<file path="src/rtl/evring_writer.sv">
module evring_writer #(
  parameter int DEPTH = 16,
  parameter int CHW   = 5,
  localparam int AW   = $clog2(DEPTH)
) (
  input  logic          clk,
  input  logic          rst_n,
  input  logic          enable,
  input  logic [AW-1:0] base_idx,
  input  logic          alt_mode,
  input  logic          ev_valid,
  input  logic [11:0]   ev_flags,
  input  logic [CHW-1:0] ev_chan,
  input  logic          h_rd,
  input  logic          h_wr,
  input  logic [AW-1:0] h_addr,
  input  logic [31:0]   h_wdata,
  output logic [31:0]   h_rdata,
  input  logic [1:0]    h_ack,
  output logic          irq,
  output logic          ovf
);
  localparam logic [11:0] BASE_MASK = 12'hCF0;
  localparam logic [11:0] ALT_MASK  = 12'h20C;

  logic [31:0]   mem [DEPTH];
  logic [AW-1:0] wptr;
  logic [31:0]   cur;
  logic [11:0]   kept;
  logic [31:0]   rec;
  logic          accept, drop;
  logic [AW-1:0] next_ptr;

  assign cur    = mem[wptr];
  assign accept = enable && ev_valid && !cur[0];
  assign drop   = enable && ev_valid &&  cur[0];
  assign kept   = ev_flags & (alt_mode ? (BASE_MASK | ALT_MASK) : BASE_MASK);
  assign next_ptr = cur[1] ? base_idx
                  : (wptr == AW'(DEPTH-1)) ? '0 : wptr + 1'b1;

  always_comb begin
    rec = '0;
    rec[11:2] = kept[11:2];
    rec[16 +: CHW] = ev_chan;
    rec[1] = cur[1];
    rec[0] = 1'b1;
  end

  always_ff @(posedge clk) begin
    if (h_wr) mem[h_addr] <= h_wdata;
    if (accept) mem[wptr] <= rec;
  end

  always_ff @(posedge clk or negedge rst_n) begin
    if (!rst_n) begin
      wptr    <= '0;
      irq     <= 1'b0;
      ovf     <= 1'b0;
      h_rdata <= '0;
    end else begin
      if (!enable) wptr <= base_idx;
      else if (accept) wptr <= next_ptr;
      if (accept) irq <= 1'b1;
      else if (h_ack[0]) irq <= 1'b0;
      if (drop) ovf <= 1'b1;
      else if (h_ack[1]) ovf <= 1'b0;
      if (h_rd) h_rdata <= mem[h_addr];
    end
  end
endmodule


</file>
<file path="config.mk">
export PLATFORM = sky130hd
export DESIGN_NAME = evring_writer
export DESIGN_NICKNAME = d
export VERILOG_FILES = /design/src/rtl/evring_writer.sv
export SDC_FILE = /design/constraint.sdc
export NUM_CORES = 1
export LEC_CHECK = 0
export BUFFER_PORTS_ARGS = -buffer_cell sky130_fd_sc_hd__buf_2
export CORE_MARGIN = 3
export CORE_UTILIZATION = 55
export DETAILED_ROUTE_END_ITERATION = 12
export PLACE_DENSITY_LB_ADDON = 0.15
export SLEW_MARGIN = 20
export SYNTH_ARGS = -nofsm -noshare
export SYNTH_HDL_FRONTEND = slang
export SYNTH_SLANG_ARGS = --single-unit
</file>
<file path="constraint.sdc">
create_clock -name clk -period 3.24 [get_ports clk]
set_clock_uncertainty 0.15 [all_clocks]
set_input_delay 0 -clock clk [delete_from_list [all_inputs] [get_ports clk]]
set_output_delay 0 -clock clk [all_outputs]
set_load 0.03 [all_outputs]
</file>
### Yosys cells after proc, flatten, opt, wreduce, memory -nomap -nowiden

Memories as Yosys holds them, arrays and structs flattened. A register that Yosys moved wholly into a read port is not among the register bits.
Index checks and enable logic that the tools add are counted.

* $add $sub $neg: 1
* $mul: 0
* div/mod/pow operators: 0
* $lt $le $gt $ge: 0
* eq/ne operators: 2
* shift operators: 0
* muxes and demuxes: 13
* bitwise gates (word level): 1
* reduce and logical (&&, ||, !) cells: 7

Operator list (count)
* two-way mux 4 bit: 4
* AND 12 bit: 1
* two-way mux 10 bit: 1
* two-way mux 1 bit: 8
* adder 4 x 1 -> 4 bit (second input constant): 1
* equality test 4 bit (second input constant): 1
* nonzero test 2 bit: 2
* logical AND 1 bit: 3
* zero test 1 bit: 2
* != test 2 x 1 -> 1 bit (second input constant): 1

* register bits: 6
* bits in latches: 0
* RAM bits: 512
* bits in read-only memories: 0
* bits of input ports: 66
* output and inout port bits: 34
* logic and storage cells: 28
* memories: 1

Memory list
* mem: depth 16, width 32, read ports 2, clocked after memory_dff 1, wr ports 2, line 26 `logic [31:0] mem [DEPTH];`

### Depth between registers and ports, before layout

Gate-level depths: netlist of the first run.

* depth in word-level cells: 5
* depth in mapped cells: 9
* mapped depth without buffers: 6

### Worst setup path after synthesis of the first run

No wires, ideal clock.

* path type: reg2reg
* start: reg wptr[0]
* end: mem mem[0][10] (enable)
* library setup time: 372 ps
* data arrival time: 2239 ps
* setup slack: 479 ps
* stages on the path, launching flop included: 7
* path buffers: 2
* clock period less this slack: 2761 ps
* cells stage by stage: dfrtp_1 > buf_2 > mux4_2 > nor4_1 > nand2_1 > clkbuf_1 > nand2_1

RTL lines
* start: declaration: line 27 `logic [AW-1:0] wptr;`
* start signal: assignment: line 61 `if (!enable) wptr <= base_idx;`
* start signal: assignment: line 62 `else if (accept) wptr <= next_ptr;`
* end: declaration: line 26

### Worst setup path after layout of the first run

* start: reg wptr[0]
* end: reg wptr[0]

* cells in the longest elaborated chain, start to end: 5
* elaborated cells on any way between the ends: 10

RTL lines
* adder 4 x 1 -> 4 bit or equality test 4 bit (tied branches): line 39 `: (wptr == AW'(DEPTH-1)) ? '0 : wptr + 1'b1;`
* two-way mux 4 bit: line 39
* two-way mux 4 bit: line 38 `assign next_ptr = cur[1] ? base_idx`
* two-way mux 4 bit: line 62
* two-way mux 4 bit: line 61

Parallel ways exist; a longest one is shown, timed or not. The select of a mux whose other input is x is not followed.
A chain may end at the register's enable or synchronous reset.

==> flow_metrics.py, run 1 <==
metrics = {
    "placement": {
        "postPlaceCellArea_um2": 27300,
        "placement.io_buffers": 96,
        "place.gp.congestion": 0.892,
        "hpwlAfterDp_um": 52400,
        "post-place-ws_ns": -0.0199,
    },
    "power_and_ir_drop": {
        "leakage_nw": 11.0,
        "power.density_nw_per_um2": 748,
        "ir_drop_v": 0.000518,
    },
    "layout": {
        "layout_commonest_cell": "nand2_1",
        "layout-drive-gt1-share": 0.217,
        "fin_util": 0.654,
        "fin_area_um2": 30100,
        "layout-area-overhead-vs-synth_pct": 15.8,
        "nets": 2613,
        "final_cell_mix": "619 x nand2_1, 256 x dfxtp_1, 256 x edfxtp_1",
    },
    "worst_setup_path": {
        "reg2reg_from": "wptr[0]",
        "worstSetupEndpointType": "flip-flop",
        "r2r_setup_slack_ns": 0.17,
        "crit_path_max_fanout": 12,
        "path_class": "flip-flop to flip-flop",
        "cp_data_required_time_ns": 3.57,
        "start_kind": "flip-flop",
        "r2r_cells": 7,
        "reg2reg_to": "wptr[0]",
        "worstPathArrival_ns": 3.40,
    },
    "global_routing": {
        "grt_pass1_wl_um": 125000,
        "antenna_found_initial": 2,
        "overflow": 0,
        "track_usage": 0.331,
        "grt_start_max_net_pins": 66,
        "grt_pass1_vias": 20400,
    },
    "floorplanning": {
        "num_io_pins": 100,
        "die_x_um": 223,
        "row_count": 78,
        "start_util": 0.565,
        "fp.dieH_um": 223,
        "die-area_um2": 49800,
        "coreArea_um2": 46000,
    },
    "sta": {
        "finalMaxSlewViolations": 0,
        "worst_slack_ns": 0.174,
        "holdWs_ns": 0.0468,
        "slew_headroom": 0.227,
        "clock.fmax_mhz": 326,
        "setup_violations": 0,
        "grt_setup_unrepaired": "false",
        "fin_setup_tns_ns": 0,
        "period_share": 0.946,
        "finalCriticalPeriod_ns": 3.07,
        "tightest_slew_ns": 1.16,
        "hold_viol": 0,
    },
    "run": {
        "drv_cap": 0,
    },
    "clock_tree": {
        "cts_buffer_depth": 3,
        "numCtsBuffers": 57,
        "clk_pin_slew_ns": 0.06,
        "root_buffer": "clkbuf_16",
        "clock_latency_ns": 0.63,
        "cts.htree.levels": 2,
        "cts_tree": "yes",
        "cts.sinks": 550,
    },
    "logic_synthesis": {
        "mappedNetlistArea_um2": 26000,
        "synth_top_family_by_area": "multiplexers",
        "netlist_instances": 2450,
        "synth.area.mux_share": 0.190,
        "synth_compound_area_frac": 0.0830,
        "yosys.area.top_type_share": 0.296,
        "syn_area_per_cell_um2": 10.6,
        "post_synth_num_cell_types": 38,
        "synthAdderAreaFrac": 0.00193,
        "synthArstFlopShare": 0.0691,
        "synth-main-ff-cell": "edfxtp_1",
        "synth_area_leader_cell": "edfxtp_1",
        "synth.top_cells.by_area": "edfxtp_1 30%, dfxtp_1 20%, mux4_2 15%",
        "yosys.area_share.simple": 0.150,
        "synth-xor-area-share": 0,
        "synth_edf_count": 256,
        "yosys_warnings": 0,
        "synth_fp_nets": 2520,
        "seq_area_frac_synth": 0.530,
        "ys_ff_latch": 550,
    },
    "routing": {
        "drc": 0,
        "via_count": 20600,
        "routed_via_density": 6.44,
        "drtIter0Drc": 2609,
        "wirelength_um": 82500,
        "post_drt_wl_per_cell_um": 25.8,
        "dr.pass1.iters": 6,
        "antenna_left": 0,
    },
    "hold_path": {
        "holdCritPathClass": "input port to flip-flop",
        "hold_path_end": "mem[7][2]",
        "min_delay_path_depth": 3,
        "worstHoldStart": "alt_mode",
    },
    "outcome": {
        "status": "completed",
    },
}
==> cells in the mapped netlist, types with 4 or more instances <==
library cell and count:
nand2_1 619, dfxtp_1 256, edfxtp_1 256, a21oi_1 243, clkbuf_1 212, nand3_1 203
o21ai_0 182, mux4_2 169, mux2i_1 75, dfrtp_1 38, mux2_2 32, buf_2 28
inv_1 19, nor2_1 19, buf_1 17, and3_1 15, nor3_1 9, nand4_1 8
nand2b_1 6, buf_6 5, nand3b_1 5, and2_1 4, and4_1 4, buf_4 4
ha_1 4
==> worst max-delay path: stages, from the launching register on <==
cell and delay [ns]:
dfrtp_1 0.34, buf_4 0.25, mux4_2 0.58, mux4_2 0.56, nor2_4 0.19, mux2i_1 0.21
dlygate4sd3_1 0.58, mux2i_1 0.08
==> power breakdown <==
group          switching, mW  leakage [nW]  internal, mW
sequential             0.947          4.96          9.04
clock                   2.78          1.00          4.15
combinational           3.04          5.04          2.53
total                   6.77          11.0          15.7
==> metal layers <==
layer	part of all wire	up-vias	GRT usage	wire [µm]
met4	0.035	2	0.122	2870
met5	0.0016	-	0.0186	131
met2	0.46	1342	0.512	37800
met3	0.13	222	0.0975	10800
met1	0.37	10100	0.447	30900
li1	-	8948	-	-
==> metrics by stage <==
step | std cells | total power, mW
floorplan | 2450 | 13.6
global placement | 3014 | 15.2
detailed placement | 3014 | 15.4
CTS | 3192 | 22.4
global route | 3193 | 23.5
finish | 3194 | 22.5
==> sequential cells by signal, summed over array words and instances (netlist names) <==
signal	flops
mem	512
h_rdata	32
wptr	4
irq	1
ovf	1
==> layout make-up <==
type | count | area (µm²)
flip-flops and latches | 550 | 13800
fillers | 3555 | 15900
diodes | 2 | 5.00
clock buffers | 86 | 1800
inverters | 19 | 71.3
repair buffers | 300 | 2310
multi-input cells | 1615 | 11100
well taps | 600 | 751
clock inverters | 22 | 221
==> worst max-delay path by stage <==
stage | from | to | cells past startpoint
after floorplan | wptr[0] | mem[0][10] | 6
after global routing | wptr[0] | wptr[0] | 7
final | wptr[0] | wptr[0] | 7
after global placement | wptr[1] | mem[12][10] | 6
after detailed placement | wptr[1] | mem[12][5] | 6
after CTS | h_wr | mem[0][17] | 8
==> kinds of logic (layout without fill, tap and decap cells) <==
kind of cell,count (synthesis),count (layout)
adder cells (fa/ha/maj),4,4
AO/OA/AOI/OAI,429,429
flip-flops,550,550
other,0,2
buffers and inverters,285,427
multiplexers,277,277
AND/OR/NAND/NOR,905,905
==> timing repair <==
item	CTS	global route
gates resized for setup	0	1
setup buffers	3	0
hold buffers	67	0
endpoints found under the setup margin	16	2
hold endpoints to repair	556	0
pin swaps	1	0
Note: power is estimated with default switching activity, not from simulation.
==> inputs of run 2 (changes only) <==
--- a/config.mk
+++ b/config.mk
@@ -9,7 +9,7 @@
 export CORE_MARGIN = 3
 export CORE_UTILIZATION = 55
 export DETAILED_ROUTE_END_ITERATION = 12
-export PLACE_DENSITY_LB_ADDON = 0.15
+export PLACE_DENSITY = 0.72
 export SLEW_MARGIN = 20
 export SYNTH_ARGS = -nofsm -noshare
 export SYNTH_HDL_FRONTEND = slang
==> run 2 against run 1 <==
Non-clock buffer count fell by 31. Largest cell class unchanged. Cell count fell by 1.3%. First-iteration DRC count fell by 0.38%. Sequential power barely moved.
==> flow_metrics.py, run 2 (synthesis results as in run 1) <==
metrics = {
    "power_and_ir_drop": {
        "p_seq_frac": 0.457,
        "leakage_nw": 10.7,
        "ir_drop_v": 0.000428,
        "power.density_nw_per_um2": 740,
        "power_switching_share": 0.303,
        "clock_power_share": 0.295,
        "power_frac_comb": 0.247,
        "p_sw_mw": 6.64,
        "p_int_mw": 15.2,
    },
    "sta": {
        "hold_viol": 0,
        "fin_setup_tns_ns": 0,
        "worst_slack_ns": 0.227,
        "clock.fmax_mhz": 332,
        "finalCriticalPeriod_ns": 3.01,
        "grt_setup_unrepaired": "false",
        "slew_headroom": 0.246,
        "finalMaxSlewViolations": 0,
        "period_share": 0.930,
        "tightest_slew_ns": 1.13,
        "setup_violations": 0,
    },
    "placement": {
        "placement.io_buffers": 96,
        "postPlaceCellArea_um2": 27100,
        "place.gp.congestion": 0.941,
        "dp_cells": 2991,
        "hpwlAfterDp_um": 50400,
        "post-place-ws_ns": 0.240,
    },
    "global_routing": {
        "grt_start_max_net_pins": 73,
        "grt_pass1_vias": 20200,
        "overflow": 0,
        "track_usage": 0.310,
        "grt_pass1_wl_um": 119000,
        "antenna_found_initial": 3,
    },
    "worst_setup_path": {
        "start_kind": "flip-flop",
        "r2r_cells": 6,
        "crit_path_max_fanout": 11,
        "crit_start": "wptr[2]",
        "reg2reg_from": "wptr[2]",
        "reg2reg_to": "mem[15][14]",
        "cp-endpoint": "mem[15][14]",
        "worstSetupEndpointType": "flip-flop",
        "worstPathArrival_ns": 3.35,
        "cp_data_required_time_ns": 3.58,
        "r2r_setup_slack_ns": 0.23,
        "path_class": "flip-flop to flip-flop",
    },
    "clock_tree": {
        "cts.sinks": 550,
        "root_buffer": "clkbuf_16",
        "numCtsBuffers": 54,
        "clk_pin_slew_ns": 0.06,
        "cts_buffer_depth": 3,
        "cts.htree.levels": 2,
        "clock_latency_ns": 0.60,
        "cts_tree": "yes",
    },
    "floorplanning": {
        "coreArea_um2": 46000,
        "die-area_um2": 49800,
        "num_io_pins": 100,
        "row_count": 78,
        "fp.dieH_um": 223,
        "start_util": 0.565,
        "die_x_um": 223,
    },
    "run": {
        "drv_cap": 0,
    },
    "layout": {
        "final_cells": 3154,
        "layout-area-overhead-vs-synth_pct": 13.9,
        "fin_area_um2": 29600,
        "layout_commonest_cell": "nand2_1",
        "nFillCells": 3435,
        "antenna_cells": 0,
        "largest_register_ff_count": 512,
        "final_cell_mix": "619 x nand2_1, 256 x dfxtp_1, 256 x edfxtp_1",
        "reg_top3": "mem x512, h_rdata x32, wptr x4",
        "nets": 2579,
        "top_register": "mem",
        "layout-drive-gt1-share": 0.203,
    },
    "routing": {
        "antenna_left": 0,
        "wirelength_um": 77600,
        "post_drt_wl_per_cell_um": 24.6,
        "dr.pass1.iters": 6,
        "routed_via_density": 6.44,
        "drc": 0,
        "drtIter0Drc": 2599,
        "via_count": 20300,
    },
    "hold_path": {
        "holdCritPathClass": "input port to flip-flop",
    },
    "outcome": {
        "status": "completed",
    },
}
[run 2: cell count changes in the layout (fill, tap and decap cells not counted), sizes merged]
cell	previous run	this run
clkbuf	87	86
diode	2	0
buf	232	206
dlygate4sd3	67	62
clkinvlp	3	0
clkinv	14	11
[run 2: timing repair]
item | 4_1_cts | 5_1_grt
hold endpoints to repair | 556 | 0
gates resized for setup | 0 | 3
endpoints found under the setup margin | 0 | 2
setup buffers | 0 | 0
hold buffers | 62 | 0
[run 2: worst min-delay path by stage]
stage,startpoint,endpoint,slack (ns),cells past startpoint
final,h_rd,h_rdata[1],0.04,2
after global routing,h_rd,h_rdata[1],0.07,2
after CTS,h_rd,h_rdata[13],0.03,2
after detailed placement,rst_n,h_rdata[31],-0.13,1
after global placement,rst_n,h_rdata[31],-0.13,1
after floorplan,rst_n,h_rdata[0],-0.45,0
[run 2: final cells by class]
class / instances / area, µm² / share of cell area
clock buffer: 85 / 1640 / 0.0555
clock inverter: 16 / 179 / 0.00605
inverter: 19 / 71.3 / 0.00241
multi-input combinational: 1615 / 11100 / 0.376
sequential: 550 / 13800 / 0.466
tap: 600 / 751 / 0.0254
timing repair buffer: 269 / 2040 / 0.0689
[run 2: worst max-delay path: stages, from the launching register on]
cell and delay (ns):
dfrtp_1 0.60, inv_1 0.29, mux4_2 0.46, mux2i_4 0.21, nor3_2 0.50, a21oi_1 0.09, dlygate4sd3_1 0.59
[run 2: stage by stage]
step                      total power, mW  hold slack, ns  utilization
after floorplan                      13.6          -0.446            -
after global placement               15.0          -0.132        0.590
after detailed placement             15.3          -0.131        0.590
after CTS                            21.7          0.0260        0.643
after global routing                 22.8          0.0687        0.643
final                                21.9          0.0433        0.643
[run 2: power groups by stage]
stage	Combinational, mW	Clock [mW]	Sequential [mW]
5_1_grt	5.81	6.79	10.2
3_3_place_gp	4.98	0	9.99
4_1_cts	5.28	6.50	9.97
6_report	5.41	6.47	10.0
2_1_floorplan	3.54	0	10.0
3_5_place_dp	5.17	0	10.1
[run 2: metal layers]
| layer | vias to the layer above | GRT usage | wire length (µm) |
|---|---|---|---|
| met3 | 189 | 0.0864 | 11000 |
| li1 | 8857 | - | - |
| met5 | - | 0 | 0 |
| met2 | 1412 | 0.467 | 35100 |
| met4 | 0 | 0.102 | 2140 |
| met1 | 9850 | 0.438 | 29500 |
